<file path="src/rtl/mbi_pkg.sv">
package mbi_pkg;
    typedef enum logic [1:0] {
        DRV_NONE = 2'd0,
        DRV_ADDR = 2'd1,
        DRV_DATA = 2'd2
    } drv_e;
endpackage

</file>
<file path="src/rtl/mbi_addr_mux.sv">
module mbi_addr_mux #(
    parameter int BUS_W = 24,
    parameter int OFF_W = 16,
    parameter int XL_W  = 16,
    parameter int SEG_W = 7
) (
    input  logic             xlat_valid,
    input  logic [XL_W-1:0]  xlat_addr,
    input  logic [OFF_W-1:0] log_off,
    input  logic [SEG_W-1:0] seg_num,
    output logic [BUS_W-1:0] addr_word
);
    localparam int LOW_W = BUS_W - XL_W;
    localparam int PAD_W = BUS_W - OFF_W - SEG_W;

    logic [BUS_W-1:0] xl_word;
    logic [BUS_W-1:0] raw_word;

    assign xl_word = {xlat_addr, log_off[LOW_W-1:0]};

    generate
        if (PAD_W > 0) begin : g_pad
            assign raw_word = {{PAD_W{1'b0}}, seg_num, log_off};
        end else begin : g_nopad
            assign raw_word = {seg_num, log_off};
        end
    endgenerate

    always_comb begin
        addr_word = xlat_valid ? xl_word : raw_word;
    end
endmodule

</file>
<file path="src/rtl/mbi_strobe_decode.sv">
module mbi_strobe_decode
    import mbi_pkg::*;
(
    input  logic addr_phase,
    input  logic wr_rd,
    input  logic ds_n,
    input  logic bus_ack,
    output drv_e drv,
    output logic rd_en
);
    always_comb begin
        drv   = DRV_NONE;
        rd_en = 1'b0;
        if (ds_n) begin
            if (addr_phase) drv = DRV_ADDR;
        end else if (bus_ack) begin
            if (wr_rd) drv = DRV_DATA;
            else       rd_en = 1'b1;
        end
    end
endmodule

</file>
<file path="src/rtl/mbi_rd_steer.sv">
module mbi_rd_steer #(
    parameter int BUS_W = 24,
    parameter int DAT_W = 16
) (
    input  logic [BUS_W-1:0] bus_in,
    input  logic             swap,
    output logic [DAT_W-1:0] cpu_word
);
    localparam int HALF = DAT_W / 2;

    always_comb begin
        if (swap) cpu_word = {bus_in[HALF-1:0], {HALF{1'b0}}};
        else      cpu_word = bus_in[DAT_W-1:0];
    end
endmodule

</file>
<file path="src/rtl/mux_bus_iface.sv">
module mux_bus_iface
    import mbi_pkg::*;
#(
    parameter int BUS_W = 24,
    parameter int OFF_W = 16,
    parameter int XL_W  = 16,
    parameter int SEG_W = 7,
    parameter int DAT_W = 16
) (
    input  logic             clk,
    input  logic             rst_n,
    input  logic             addr_phase,
    input  logic             xlat_valid,
    input  logic [XL_W-1:0]  xlat_addr,
    input  logic [OFF_W-1:0] log_off,
    input  logic [SEG_W-1:0] seg_num,
    input  logic             byte_op,
    input  logic             wr_rd,
    input  logic             ds_n,
    input  logic             bus_ack,
    input  logic [DAT_W-1:0] cpu_wdata,
    input  logic [BUS_W-1:0] bus_ad_in,
    output logic [BUS_W-1:0] bus_ad_out,
    output logic             bus_addr_oe,
    output logic             bus_data_oe,
    output logic [DAT_W-1:0] cpu_rdata,
    output logic             rd_valid
);
    localparam int HALF = DAT_W / 2;

    typedef struct packed {
        drv_e             drv;
        logic [BUS_W-1:0] ad_out;
        logic [DAT_W-1:0] rdata;
        logic             rd_valid;
        logic             a0;
        logic             byte_rd;
        logic             xlat;
        logic             swap;
    } state_t;

    state_t state_d, state_q;

    logic [BUS_W-1:0] addr_word;
    logic [DAT_W-1:0] steered;
    drv_e             drv_sel;
    logic             rd_en;
    logic             swap_now;
    logic [BUS_W-1:0] wr_word;

    mbi_addr_mux #(
        .BUS_W(BUS_W), .OFF_W(OFF_W), .XL_W(XL_W), .SEG_W(SEG_W)
    ) u_addr (
        .xlat_valid(xlat_valid),
        .xlat_addr (xlat_addr),
        .log_off   (log_off),
        .seg_num   (seg_num),
        .addr_word (addr_word)
    );

    mbi_strobe_decode u_dec (
        .addr_phase(addr_phase),
        .wr_rd     (wr_rd),
        .ds_n      (ds_n),
        .bus_ack   (bus_ack),
        .drv       (drv_sel),
        .rd_en     (rd_en)
    );

    assign swap_now = rd_en && state_q.byte_rd && !state_q.a0;

    mbi_rd_steer #(.BUS_W(BUS_W), .DAT_W(DAT_W)) u_steer (
        .bus_in  (bus_ad_in),
        .swap    (swap_now),
        .cpu_word(steered)
    );

    always_comb begin
        wr_word = '0;
        wr_word[DAT_W-1:0] = cpu_wdata;
    end

    always_comb begin
        state_d          = state_q;
        state_d.drv      = drv_sel;
        state_d.rd_valid = 1'b0;
        state_d.swap     = 1'b0;
        case (drv_sel)
            DRV_ADDR: state_d.ad_out = addr_word;
            DRV_DATA: state_d.ad_out = wr_word;
            default:  state_d.ad_out = '0;
        endcase
        if (addr_phase) begin
            state_d.a0      = log_off[0];
            state_d.byte_rd = byte_op;
            state_d.xlat    = xlat_valid;
        end
        if (rd_en) begin
            state_d.rdata    = steered;
            state_d.rd_valid = 1'b1;
            state_d.swap     = swap_now;
        end
    end

    always_ff @(posedge clk) begin
        if (!rst_n) state_q <= '0;
        else        state_q <= state_d;
    end

    assign bus_ad_out  = state_q.ad_out;
    assign bus_addr_oe = (state_q.drv == DRV_ADDR);
    assign bus_data_oe = (state_q.drv == DRV_DATA);
    assign cpu_rdata   = state_q.rdata;
    assign rd_valid    = state_q.rd_valid;

    p_drivers_excl_r4: assert property (@(posedge clk) disable iff (!rst_n)
        !(bus_addr_oe && bus_data_oe));

    p_strobe_kills_addr_r4: assert property (@(posedge clk) disable iff (!rst_n)
        !ds_n |=> !bus_addr_oe);

    p_no_ack_quiet_r6: assert property (@(posedge clk) disable iff (!rst_n)
        !bus_ack |=> (!bus_data_oe && !rd_valid));

    p_raw_top_zero_r3: assert property (@(posedge clk) disable iff (!rst_n)
        (bus_addr_oe && !state_q.xlat) |-> (bus_ad_out[BUS_W-1] == 1'b0));

    p_swap_route_r8: assert property (@(posedge clk) disable iff (!rst_n)
        (rd_valid && state_q.swap) |->
            (cpu_rdata[DAT_W-1:HALF] == $past(bus_ad_in[HALF-1:0])
             && cpu_rdata[HALF-1:0] == '0));

    p_rdata_hold_r10: assert property (@(posedge clk) disable iff (!rst_n)
        !rd_valid |-> $stable(cpu_rdata));
endmodule

</file>
<file path="config.mk">
export PLATFORM = sky130hd
export DESIGN_NAME = mux_bus_iface
export DESIGN_NICKNAME = d
export VERILOG_FILES = /design/src/rtl/mbi_pkg.sv /design/src/rtl/mbi_addr_mux.sv /design/src/rtl/mbi_strobe_decode.sv /design/src/rtl/mbi_rd_steer.sv /design/src/rtl/mux_bus_iface.sv
export SDC_FILE = /design/constraint.sdc
export NUM_CORES = 1
export LEC_CHECK = 0
export BUFFER_PORTS_ARGS = -buffer_cell sky130_fd_sc_hd__buf_2
export CAP_MARGIN = 5
export CELL_PAD_IN_SITES_DETAIL_PLACEMENT = 1
export CELL_PAD_IN_SITES_GLOBAL_PLACEMENT = 2
export CORE_MARGIN = 8
export CORE_UTILIZATION = 23
export CTS_CLUSTER_DIAMETER = 150
export DETAILED_ROUTE_END_ITERATION = 7
export PLACE_DENSITY = 0.87
export SLEW_MARGIN = 20
export SYNTH_ARGS = -nofsm -noshare
export SYNTH_HDL_FRONTEND = slang
export SYNTH_SLANG_ARGS = --single-unit
</file>
<file path="constraint.sdc">
create_clock -name clk -period 1.3 [get_ports clk]
set_clock_uncertainty 0.1 [all_clocks]
set_input_delay 0.13 -clock clk [delete_from_list [all_inputs] [get_ports clk]]
set_output_delay 0.13 -clock clk [all_outputs]
set_load 0.005 [all_outputs]
</file>
After elaboration in Yosys (flattened, before gate mapping). Cells that the tools add are included.

Order comparisons: 0. Multiply operators: 0. Shifts and indexed selects: 0. Divide/modulo/power cells: 0. $add $sub $neg: 0. Reductions and logical operators: 3. Equal/unequal tests: 4. Mux-type cells: 11. Bitwise gates (word level): 0.

Operator list (number): $pmux 24 s2 (1); $mux 24 (1); $mux 16 (1); $mux 2 (3); $mux 1 (5); $eq 2x1->1 const B (2); $eq 2x2->1 const B (2); $logic_and 1x1->1 (2); $logic_not 1->1 (1).

Memory bits (writable): 0. ROM bits: 0. Output and inout port bits: 43. Input port bits: 87. Bits in latches: 0. Bits in registers: 45. Memories kept: 0. Logic and storage cells: 24.

Longest topological paths before layout. Gate-level depths: netlist (run 1).

Depth in word-level cells: 6. Mapped depth: 5. Gate-level depth less buffers: 3.

Cells and area by module. Synthesis (run 1) repeated with hierarchy kept, for this count alone.

Cell total of the unflattened synthesis: 230. Area, all modules: 2416.1 um^2.

Modules (own cells, without submodules): mux_bus_iface (area an instance 1891.8 um^2, sequential area each 900.9 um^2, times used 1, cells each 183); mbi_addr_mux (area an instance 301.5 um^2, sequential area each 0.0 um^2, times used 1, cells each 26); mbi_rd_steer (area an instance 193.9 um^2, sequential area each 0.0 um^2, times used 1, cells each 18); mbi_strobe_decode (area an instance 28.8 um^2, sequential area each 0.0 um^2, times used 1, cells each 3).

Worst setup path before layout (run 1). No wires, ideal clock.

Path kind: input to register. Start: input port ds_n. End: register state_q, in the netlist cpu_rdata[15]. Buffers on the path: 2. Setup time: 119 ps. Stages on the path: 5. Slack: 162 ps. Data required time: 1081 ps. Arrival: 918 ps. Path through: or3b_1 -> buf_6 -> buf_12 -> a21oi_2 -> a21oi_1.

Longest elaborated chain between the ends: 4.

Ends and longest elaborated chain: from (decl) (RTL line mux_bus_iface.sv:19) `input logic ds_n,`; $mux 1 * (RTL line mbi_strobe_decode.sv:14) `if (ds_n) begin`; $logic_and 1x1->1 (2 in series) (RTL line mux_bus_iface.sv:70) `assign swap_now = rd_en && state_q.byte_rd && !state_q.a0;`; $mux 16 (RTL line mbi_rd_steer.sv:12) `if (swap) cpu_word = {bus_in[HALF-1:0], {HALF{1'b0}}};`; to (signal assigned) (RTL line mux_bus_iface.sv:107) `else state_q <= state_d;`; to (decl) (RTL line mux_bus_iface.sv:42) `state_t state_d, state_q;`.

Every way passes the cells marked *; elsewhere a longest branch is shown, timed or not. A chain may end at the register's enable or synchronous reset.

Worst setup path after layout (run 1).
Start: register state_q[3] (netlist name). End: register state_q, in the netlist cpu_rdata[3].

Longest elaborated chain between the ends: 3.

Ends and longest elaborated chain (RTL line): $logic_not 1->1 (mux_bus_iface.sv:70); $logic_and 1x1->1 (mux_bus_iface.sv:70); $mux 16 (mbi_rd_steer.sv:12).

Every way passes these cells.

==> results.md, run 1 <==
- Status: finished clean
- Layout Nets: 438
- Vias in the first global route: 2170
- WP data required: roughly 1400 ps
- First-pass GRT wire length: about 11000 um
- Hold_sp: log_off[9]
- Clk sinks: 45
- R2R Path Start: state_q[3]
- RSZ-0062 raised after global routing: no
- Max stage delay cell, worst path: dfxtp_1
- Peak supply drop: ~0.00038 V
- CTS tree: yes
- Core ar.: approximately 8700 um2
- Post-synth ARST share: 0%
- Worst Tran Pin Value: around 270 ps
- CP bufs+invs: 1
- Routed Antenna Nets: 0
- All-Layer GR Usage: 11.50%
- Yosys top cell area share: about 44%
- Final global-route overflow total: 0
- Inserted Clock Buffers: 5
- DRT Pass-1 Iters: 4
- # fillers: between 1000 and 1500
- Post-CTS sizing: 0
- Die height: 110.3 um
- I/O Buffers: 121
- WP data arrival: 1260 ps
- Final Hold Vio Count: 0
- Setup crit start kind: flop
- Reg clk slew, reported paths: 100 ps
- # DRC: 0
- Post-Synthesis Cell Area: between 2000 and 2500 um2
- Initial DRC Count: 38
- GPL Wtd Cong: ~0.64
- Critical path class: flop to flop
- Largest net degree at the start of global routing: 19
- Die Wd: 110.3 um
- CP max stage delay: 370 ps
- Final core occ: between 30% and 40%
- Top cell family by delay on the critical path: flip-flops
- Setup Fix Bufs, Post-CTS: 0
- Static Leak: about 1.5 nW
- Syn avg cell area: ~9.5 um2
- Area contributors post-synth: dfxtp_1 (44%), buf_4 (16%), mux2i_1 (8.3%), nand2_1 (4.6%), o21ai_0 (3.9%)
- Routed WL: around 7300 um
- I/O pins: 130
- Setup TNS: 0 ps
- Clk_lat worst skew: roughly 300 ps
- Achievable frequency: 877.4 MHz
- Clock Path Buffers: 2
- Routed vias: ~1900
- Initial core utilization: a little under a quarter
- Worst min-delay path class: input pin to flop
- Detailed Place HPWL: roughly 4800 um
- Row count: 34
- Die Area: 12160 um2
- Yosys Warn Count: 0
- Critical Path End Type: flop
- Post-route minimum period: 1140 ps
- Pwr dens: slightly below 1000 nW/um2
- Vias per cell: 4.176
- Routed len/inst: around 16 um
- Initial antenna violation count: 0
- Hold-fix buffers, CTS: 51
- Root buf cell: clkbuf_8
- Synth unique cells: 25
- Largest area contributor in the netlist: dfxtp_1
- Capture point of the worst reg-to-reg path: cpu_rdata[3]
- H-tree Lvls: 2
- Crit-path max FO: 16
- R2R cell count: 4
- Max Cap Viol: 0
- Final period util: 87.67%
- Area added between synthesis and finish: 54.13%
- Most common cell in the synthesized netlist: dfxtp_1
- Placed Instances: 400
- Sequential fraction of the synthesis area: about 44%
- Sink of the worst hold path: bus_ad_out[9]
- Commonest cells in the netlist: dfxtp_1 (45), buf_4 (43), nand2_1 (25), mux2i_1 (17), o21ai_0 (16)
- # setup viols final: 0
- Non-Filler Instances: 461
- Cells after synthesis: approximately 220
- Post-synth EDFFs: 0
- Slew Viols, Final: 0
- Rel. slew slack: about 80%
- Ys flop type: dfxtp_1
- Critical path cell sequence: nand2b_1, buf_12, nand3_1, a21boi_0
- Ratio of cells with drive above 1 in the final layout: between 40 and 50%
- Flop2flop setup slack: around 160 ps
- Hold depth: 3
- Synth Net Count: just over 300
- #FFs+latches synth: 45
- Power, Total: approximately 3.1 mW
[flip-flops by register name (all words and copies together), names as in the netlist]
name	count
cpu_rdata	16
state_q	4
rd_valid	1
bus_ad_out	24
[metal layers]
layer	wire length [um]	up-vias	global-route usage, %
met5	0	-	0
met4	57	0	3.711
met3	483	2	2.326
met2	3884	70	21.74
met1	2889	901	12.42
li1	-	952	-
[cells in the final DEF, fill, tap and decap left out]
master           n
a21boi_0         8
a21oi_1          7
a21oi_2          7
a22o_1           8
a31oi_1          1
and2_1           1
and3_1           1
and4b_1          1
buf_12           5
buf_2          121
buf_4            4
bufinv_16        1
clkbuf_8         5
clkinv_1         1
clkinv_4         1
clkinvlp_4       1
dfxtp_1         45
diode_2          1
dlygate4sd3_1   52
mux2i_1         17
nand2_1         25
nand2b_1         1
nand3_1          9
nor2_1           7
nor2b_1          5
nor3b_4          1
o21ai_0         16
or3b_1           1
[power by group]
group	internal, mW	switching [mW]
clock network	0.576	0.517
logic	0.315	0.208
registers	1.43	0.0200
[cell families after synthesis]
group           after synthesis  synth area share (%)
simple gates                 52                 12.37
flops                        45                 44.09
compound gates               47                 15.31
mux                          17                 8.328
buf+inv                      54                 19.90
[area by class of cell]
cell class,count,area [um2],area share (%)
multi-input cells,116,735.7,23.36
diodes,1,2.502,0.07946
flip-flops and latches,45,900.9,28.61
inverters,1,3.754,0.1192
clock inverters,3,46.29,1.470
well taps,108,135.1,4.291
repair buffers,182,1256,39.89
clock buffers,5,68.82,2.185
[worst register-to-register path, delay by kind of cell (launching register included)]
family | cells | cell delay, ps
compound gates | 1 | 170
simple gates | 2 | 270
flops | 1 | 370
buf+inv | 1 | 170
[metrics by stage]
stage | setup slack [ps] | cell area [um2] | hold WS (ps)
3_3_place_gp | 74.72 | 2511 | 224.5
5_1_grt | 27.17 | 3147 | 5.305
3_5_place_dp | 62.99 | 2511 | 234.1
6_report | 160.3 | 3149 | 0.3152
4_1_cts | 140.7 | 3137 | 0.6167
2_1_floorplan | 162.4 | 2043 | 138.6
[worst max-delay path by stage]
stage                           from             to  slack [ps]  cells past startpoint
after floorplan                 ds_n  cpu_rdata[15]         160                      5
after global placement          ds_n   cpu_rdata[8]          70                      5
after detailed placement        ds_n  bus_ad_out[0]          60                      5
after CTS                 state_q[3]   cpu_rdata[1]         140                      4
after global routing      state_q[3]   cpu_rdata[1]          30                      4
final                     state_q[3]   cpu_rdata[3]         160                      4
Note: power is estimated with default switching activity, not from simulation.
==> run 2: changes to the inputs <==
- clock period: 1.3 -> 1.2 ns (I/O delays scaled with it)
==> results.md, run 2 (synthesis results as in run 1) <==
- Crit-path max FO: 2
- Routed Antenna Nets: 0
- # fillers: around 1000
- Layout Nets: between 400 and 500
- Peak supply drop: approximately 0.00040 V
- Clk network pwr share: between 30% and 40%
- Switch Pwr: 0.8016 mW
- Power, Total: roughly 3.3 mW
- Area added between synthesis and finish: 60.01%
- # setup viols final: 0
- Vias in the first global route: 2279
- Int Pwr: between 2 and 3 mW
- Initial antenna violation count: 0
- Switching Share: 23.96%
- Status: finished clean
- Placed Instances: 400
- RSZ-0062 raised after global routing: no
- Reg clk slew, reported paths: approximately 90 ps
- Dpl ws: -27.23 ps
- All-Layer GR Usage: about an eighth
- GPL Wtd Cong: between 0.6 and 0.7
- Post-route minimum period: around 1100 ps
- Non-Filler Instances: 472
- Routed vias: just over 2000
- Rel. slew slack: 82.33%
- Die Area: 12160 um2
- Multi-input gate area: 743.2 um2
- Slew Viols, Final: 0
- Routed len/inst: around 16 um
- Max FFs per register: 24
- WP data arrival: 880 ps
- Routed WL: roughly 7500 um
- Achievable frequency: 907.9 MHz
- Detailed Place HPWL: roughly 5000 um
- Static Leak: ~1.6 nW
- Max Cap Viol: 0
- H-tree Lvls: 2
- Setup crit start kind: flop
- Initial DRC Count: 64
- Initial core utilization: a little under a quarter
- Critical Path End Type: primary output
- I/O Buffers: 121
- Commonest cells after routing, fill and taps aside: buf_2 (121), dlygate4sd3_1 (63), dfxtp_1 (43), nand2_1 (25), mux2i_1 (17)
- Final Hold Vio Count: 0
- Pwr dens: between 1000 and 1500 nW/um2
- Final global-route overflow total: 0
- Setup TNS: 0 ps
- First-pass GRT wire length: 11340 um
- Ratio of cells with drive above 1 in the final layout: slightly above 40%
- Inserted Clock Buffers: 5
- Logic pwr share: ~18%
- Vias per cell: approximately 4.3
- Die Wd: around 110 um
- Largest net degree at the start of global routing: 19
- Clk_lat worst skew: 300 ps
- WP data required: just under 1000 ps
- R2R cell count: 4
- Critical path class: flop to primary output
- Clk sinks: 45
- Seq. cell area: approximately 900 um2
- Worst Tran Pin Value: between 200 and 300 ps
- CTS tree: yes
- Final period util: about nine tenths
- DRT Pass-1 Iters: 4
- Root buf cell: clkbuf_8
- Setup Fix Bufs, Post-CTS: 0
- Worst min-delay path class: input pin to flop
- Hold depth: 3
- Final worst setup slack: just under 100 ps
- Clock Path Buffers: 2
- Die height: approximately 110 um
- Core ar.: 8678 um2
- Row count: 34
- I/O pins: 130
- Part of the power in registers: 47.1%
- Commonest non-fill, non-tap cell in the layout: buf_2
- # DRC: 0
run 2: cell types whose count changed in the layout (fill, tap and decap cells not counted):
cell,before,now
nand2b_1,1,0
dlygate4sd3_1,52,63
dfxtp_1,45,43
nand2b_4,0,1
dfxtp_2,0,2
run 2: path summary, 6_finish.rpt:
path | from | to | slack (ps)
hold reg to reg | cpu_rdata[3] | cpu_rdata[3] | 360
setup / recovery | state_q[46] | bus_data_oe | 100
hold / removal | xlat_addr[5] | bus_ad_out[13] | 6
setup reg to reg | state_q[2] | cpu_rdata[14] | 120
run 2: cell type report:
cell class | count | area share (%)
Antenna cell | 1 | 0.07654
Clock inverter | 3 | 1.416
Clock buffer | 5 | 2.105
Tap cell | 108 | 4.133
Multi-Input combinational cell | 116 | 22.73
Inverter | 1 | 0.1148
Timing Repair Buffer | 193 | 41.79
Sequential cell | 45 | 27.63
run 2: critical path, stage by stage, from the launching register on:
cell,delay (ps)
dfxtp_1,340
nor2b_1,120
buf_2,120
run 2: stage by stage:
stage / utilization, % / area, um2 / hold slack, ps
3_5_place_dp: 28.94 / 2511 / 220.9
2_1_floorplan: - / 2043 / 128.6
5_1_grt: 37.64 / 3267 / 3.769
4_1_cts: 37.53 / 3257 / 4.578
6_report: 37.67 / 3269 / 6.443
3_3_place_gp: 28.94 / 2511 / 213.8
run 2: routing by layer:
metal | GRT usage [%] | share of wire (%)
met2 | 23.28 | 55
met1 | 11.90 | 36
met3 | 3.372 | 8.1
met4 | 4.377 | 0.76
met5 | 0 | 0
run 2: what timing repair did:
item | CTS | global route
hold endpoints to repair | 40 | 0
gates resized for setup | 0 | 3
hold buffers | 63 | 0
setup endpoints to repair | 0 | 7
run 2: power groups by stage:
stage / combinational [mW] / sequential (mW) / clock, mW
after floorplan: 0.248 / 1.60 / 0
after global placement: 0.422 / 1.61 / 0
after detailed placement: 0.433 / 1.61 / 0
after CTS: 0.595 / 1.57 / 1.24
after global routing: 0.654 / 1.58 / 1.30
final: 0.598 / 1.58 / 1.17
